===== config.mk =====
export PLATFORM = sky130hd
export DESIGN_NAME = rx_fifo_ovr_lock
export DESIGN_NICKNAME = d
export VERILOG_FILES = /design/src/rtl/rx_fifo_ovr_lock.sv
export SDC_FILE = /design/constraint.sdc
export NUM_CORES = 1
export LEC_CHECK = 0
export ABC_AREA = 1
export CORE_MARGIN = 4
export CORE_UTILIZATION = 62
export CTS_BUF_LIST = sky130_fd_sc_hd__clkbuf_8
export DETAILED_ROUTE_END_ITERATION = 7
export PLACE_DENSITY_LB_ADDON = 0.15
export SKIP_LAST_GASP = 1
export SYNTH_ARGS = -nofsm -noshare
export SYNTH_HDL_FRONTEND = slang
export SYNTH_SLANG_ARGS = --single-unit
export TNS_END_PERCENT = 50

===== constraint.sdc =====
create_clock -name clk -period 3 [get_ports clk]
set_input_delay 0.75 -clock clk [delete_from_list [all_inputs] [get_ports clk]]
set_output_delay 0.75 -clock clk [all_outputs]
set_load 0.05 [all_outputs]

===== src/rtl/rx_fifo_ovr_lock.sv =====
module rx_fifo_ovr_lock #(
  parameter int DEPTH = 12,
  parameter int WIDTH = 8
) (
  input  logic             clk,
  input  logic             rst_n,
  input  logic             enable,
  input  logic             flush,
  input  logic             ser_wr,
  input  logic [WIDTH-1:0] ser_data,
  input  logic             cpu_rd,
  input  logic             cpu_wr,
  input  logic [WIDTH-1:0] cpu_wdata,
  input  logic             dbg_halt,
  input  logic             stat_wr,
  output logic [WIDTH-1:0] rd_data,
  output logic             not_empty,
  output logic             overrun
);
  localparam int PW = (DEPTH > 1) ? $clog2(DEPTH) : 1;
  localparam logic [PW-1:0] LAST = PW'(DEPTH - 1);

  logic [WIDTH-1:0] mem [DEPTH];
  logic [PW-1:0] wptr, rptr, wptr_inc, rptr_inc, wptr_nxt, rptr_nxt;
  logic ovr, ovr_nxt;

  wire live   = enable && !flush;
  wire unlock = stat_wr && ovr;
  wire do_wr  = live && ser_wr && !ovr;
  wire do_rd  = live && cpu_rd && !dbg_halt;

  assign wptr_inc = (wptr == LAST) ? '0 : wptr + PW'(1);
  assign rptr_inc = (rptr == LAST) ? '0 : rptr + PW'(1);

  always_comb begin
    rptr_nxt = do_rd ? rptr_inc : rptr;
    wptr_nxt = do_wr ? wptr_inc : wptr;
    if (!live || unlock) begin
      rptr_nxt = '0;
      wptr_nxt = '0;
    end
    if (do_wr && (wptr_inc == rptr_nxt)) ovr_nxt = 1'b1;
    else if (stat_wr)                    ovr_nxt = 1'b0;
    else                                 ovr_nxt = ovr;
  end

  always_ff @(posedge clk or negedge rst_n) begin
    if (!rst_n) begin
      wptr <= '0;
      rptr <= '0;
      ovr  <= 1'b0;
    end else begin
      wptr <= wptr_nxt;
      rptr <= rptr_nxt;
      ovr  <= ovr_nxt;
    end
  end

  always_ff @(posedge clk) begin
    if (do_wr)  mem[wptr] <= ser_data;
    if (cpu_wr) mem[rptr] <= cpu_wdata;
  end

  assign rd_data   = mem[rptr];
  assign overrun   = ovr;
  assign not_empty = (wptr != rptr) && !ovr;

  p_ptr_range_r2: assert property (@(posedge clk) disable iff (!rst_n)
    (wptr <= LAST) && (rptr <= LAST));

  p_ovr_freeze_r6: assert property (@(posedge clk) disable iff (!rst_n)
    (ovr && !stat_wr && live) |=> $stable(wptr));

  p_unlock_zero_r7: assert property (@(posedge clk) disable iff (!rst_n)
    (ovr && stat_wr) |=> (wptr == '0) && (rptr == '0) && !ovr);

  p_cpuwr_hold_r8: assert property (@(posedge clk) disable iff (!rst_n)
    (cpu_wr && !cpu_rd && !ser_wr && live && !unlock) |=> ($stable(rptr) && $stable(wptr)));

  p_halt_hold_r9: assert property (@(posedge clk) disable iff (!rst_n)
    (dbg_halt && live && !unlock) |=> $stable(rptr));

  p_disable_zero_r10: assert property (@(posedge clk) disable iff (!rst_n)
    !enable |=> (wptr == '0) && (rptr == '0));

  p_flush_keep_r11: assert property (@(posedge clk) disable iff (!rst_n)
    (flush && !stat_wr) |=> (wptr == '0) && (rptr == '0) && (ovr == $past(ovr)));
endmodule


==> flow_summary_export.csv <==
group,metric,value,unit
clocking,clock_path_buffers,2,
worst_setup_path,crit_buf_inv,3,
floorplan,die_y,104,µm
floorplan,initial_core_util,0.648,
synthesis,avgSynthCellArea,8.83,µm²
synthesis,synth_flop_cell,"edfxtp_1",
synthesis,synth_most_common_cell,"nand2_1",
layout,diodes,0,
timing,report.final.slew_viol_count,0,
synthesis,yosysTopAreaCell,"edfxtp_1",
placement,dpl.hpwl,10.4,mm
clocking,cts_tree,"built",
worst_setup_path,cp_cell_sequence,"inv_1 > buf_4 > nor2_1 > o22ai_1 > nand2_1 > nand3_1 > buf_4",
clocking,cts.htree.levels,3,
timing,max_slew_margin,0.535,
synthesis,synth_top_area_share,0.503,
pwr,pwr-share-comb,0.178,
clocking,numCtsBuffers,9,
timing,fin_crit,2.88,ns
synthesis,synth_common_cells,"nand2_1, o21ai_0, edfxtp_1",
worst_setup_path,r2r_cells,8,
clocking,cts_setup_buffers,0,
floorplan,fp.dieArea,10800,µm²
layout,area_delta_synth_final,9.95,%
worst_setup_path,rr_startpoint,"rptr[1]",
route,firstDrtPassIters,6,
grt,grt-ovfl-total,0,
grt,antenna_found_initial,0,
placement,postPlaceCellArea,6090,µm²
grt,grt_pass1_vias,4634,
pwr,power_leakage,2.62,nW
placement,portBuffers,34,
synthesis,ys_seq_area_frac,0.542,
worst_setup_path,endpoint_kind,"output port",
timing,rsz0062_at_grt,"no",
floorplan,rows,34,
timing,worstMarginPinSlew,0.696,ns
min_path,min_to,"overrun",
worst_setup_path,cp-start-kind,"flip-flop",
floorplan,core,8850,µm²
pwr,p_int,2.21,mW
route,first_iter_violations,570,
clocking,cts_sinks,105,
clocking,worstSkewPairLatency,0.37,ns
grt,grt_util_all_layers,0.285,
timing,tns,0,ns
worst_setup_path,worst_path_most_repeated_cell,"buf_4",
worst_setup_path,r2r_end,"mem[4][1]",
floorplan,die_width,104,µm
route,route.antenna.remaining_nets,0,
clocking,cts_root_buf,"clkbuf_8",
timing,finalHoldViolations,0,
timing,setup_viol,0,
synthesis,synth_fp_nets,682,
pwr,p_sw_frac,0.293,
synthesis,synth_warnings,0,
min_path,min_path_type,"flip-flop to flip-flop",
placement,gp_congestion,0.897,
pwr,peakVddDrop,371,µV
grt,grt_max_degree,54,
min_path,whs_path_depth,2,
pwr,clock_power_share,0.292,
layout,layout-drive-gt1-share,0.0987,
synthesis,ys_ff_latch,105,
synthesis,syn-cell-area,5730,µm²
synthesis,synth.distinct_cells,28,
min_path,min_from,"overrun",
clocking,cts_hold_buffers,0,
route,drc,0,
pwr,power.density,497,nW/µm²
worst_setup_path,required,2.25,ns
worst_setup_path,max_stage_delay,0.42,ns
route,routed_wl,15.4,mm
synthesis,ys_top_cells_by_area,"edfxtp_1, o21ai_0, nand2_1",
floorplan,num_io_pins,35,
grt,grt_pass1_wl,23.9,mm
clocking,cts-resized-gates,0,
worst_setup_path,rrSetupSlack,0.65,ns
synthesis,synth_cells,649,
layout,finish.instance_area,6300,µm²
timing,max_freq,348,MHz
pwr,p_sw,0.919,mW
synthesis,async_flop_share,0.0857,
worst_setup_path,crit_slowest_cell,"buf_4",
worst_setup_path,cpLargestDelayFamily,"buffers and inverters",
pwr,pwr-share-seq,0.529,
route,vias,4806,
timing,fin_crit_sh,0.959,
route,wl_per_cell,19.8,µm
timing,finClkSkew,0.0134,ns
worst_setup_path,critical_path_arrival,2.13,ns
synthesis,synth_edf_count,96,
layout,nets,698,
worst_setup_path,critPathKind,"flip-flop to output port",
outcome,status,"finished clean",
worst_setup_path,critical_path.max_fanout,51,
clocking,clk_pin_slew,0.10,ns
route,viasPerCell,6.19,
flow_run,drv_cap,0,
-- per-stage QoR --
step | total power, mW | hold WS, ns | utilization | instances | setup WS, ns
floorplan | 2.02 | 0.454 | - | 649 | 0.519
global placement | 2.22 | 0.561 | 0.689 | 762 | 0.429
detailed placement | 2.24 | 0.574 | 0.689 | 762 | 0.406
CTS | 3.11 | 0.599 | 0.711 | 777 | 0.105
global route | 3.23 | 0.626 | 0.712 | 777 | 0.0399
finish | 3.13 | 0.590 | 0.712 | 777 | 0.124
-- how the worst max path moves through the flow --
stage                       start         end  depth (start not counted)
after global placement     enable   mem[7][6]                          8
after global routing      rptr[0]  rd_data[0]                          7
after floorplan           rptr[0]   not_empty                          4
final                     rptr[0]  rd_data[0]                          7
after detailed placement   enable   mem[8][1]                          8
after CTS                 rptr[0]  rd_data[0]                          6
-- kinds of logic after synthesis --
kind of cell,Yosys count,synth area share
AOI/OAI and AO/OA,186,0.179
xor gates and xnor gates,4,0.00611
adders and majority gates,8,0.0175
buffers and inverters,90,0.0701
DFF,105,0.542
and+or+nand+nor,256,0.185
-- cells in the final DEF, fill, tap and decap left out, drive strengths merged --
cell type,Yosys,routed
ha,8,8
clkinv,0,2
dfrtp,9,9
nand3,19,19
xnor2,4,4
nand4,3,3
o31ai,11,11
nor2,64,64
a22oi,1,1
o21ai,145,145
a21oi,1,1
nand2,170,170
buf,22,27
clkbuf,25,9
bufinv,0,1
clkinvlp,0,1
o22ai,27,27
a41oi,1,1
clkdlybuf4s50,0,25
edfxtp,96,96
inv,43,45
-- cell type report --
type | count | area (µm²)
multi-input combinational | 454 | 2230
timing repair buffer | 52 | 469
clock inverter | 6 | 76.3
fill | 649 | 2540
tap | 108 | 135
inverter | 43 | 165
clock buffer | 9 | 124
sequential | 105 | 3110
-- per-layer routing --
layer  global-route usage  wire (µm)
met4                0.140        644
met2                0.469       7330
met3               0.0478       1680
met1                0.368       5710
met5                    0          0
-- flip-flops by register name, summed over array words and instances (netlist names) --
| register | count |
|---|---|
| mem | 96 |
| rptr | 4 |
| wptr | 4 |
| overrun | 1 |
-- worst register-to-register path, delay by kind of cell (launching register included) --
family | cells | cell delay [ns]
DFF | 1 | 0.40
buffers and inverters | 4 | 0.93
adders and majority gates | 1 | 0.17
AOI/OAI and AO/OA | 1 | 0.19
and+or+nand+nor | 2 | 0.43
-- power by group through the flow --
stage | combinational, mW | sequential (mW) | clock [mW]
final | 0.559 | 1.66 | 0.916
after detailed placement | 0.546 | 1.69 | 0
after floorplan | 0.332 | 1.69 | 0
after global routing | 0.603 | 1.66 | 0.965
after CTS | 0.550 | 1.66 | 0.905
after global placement | 0.534 | 1.69 | 0
(Power assumes the default switching activity.)
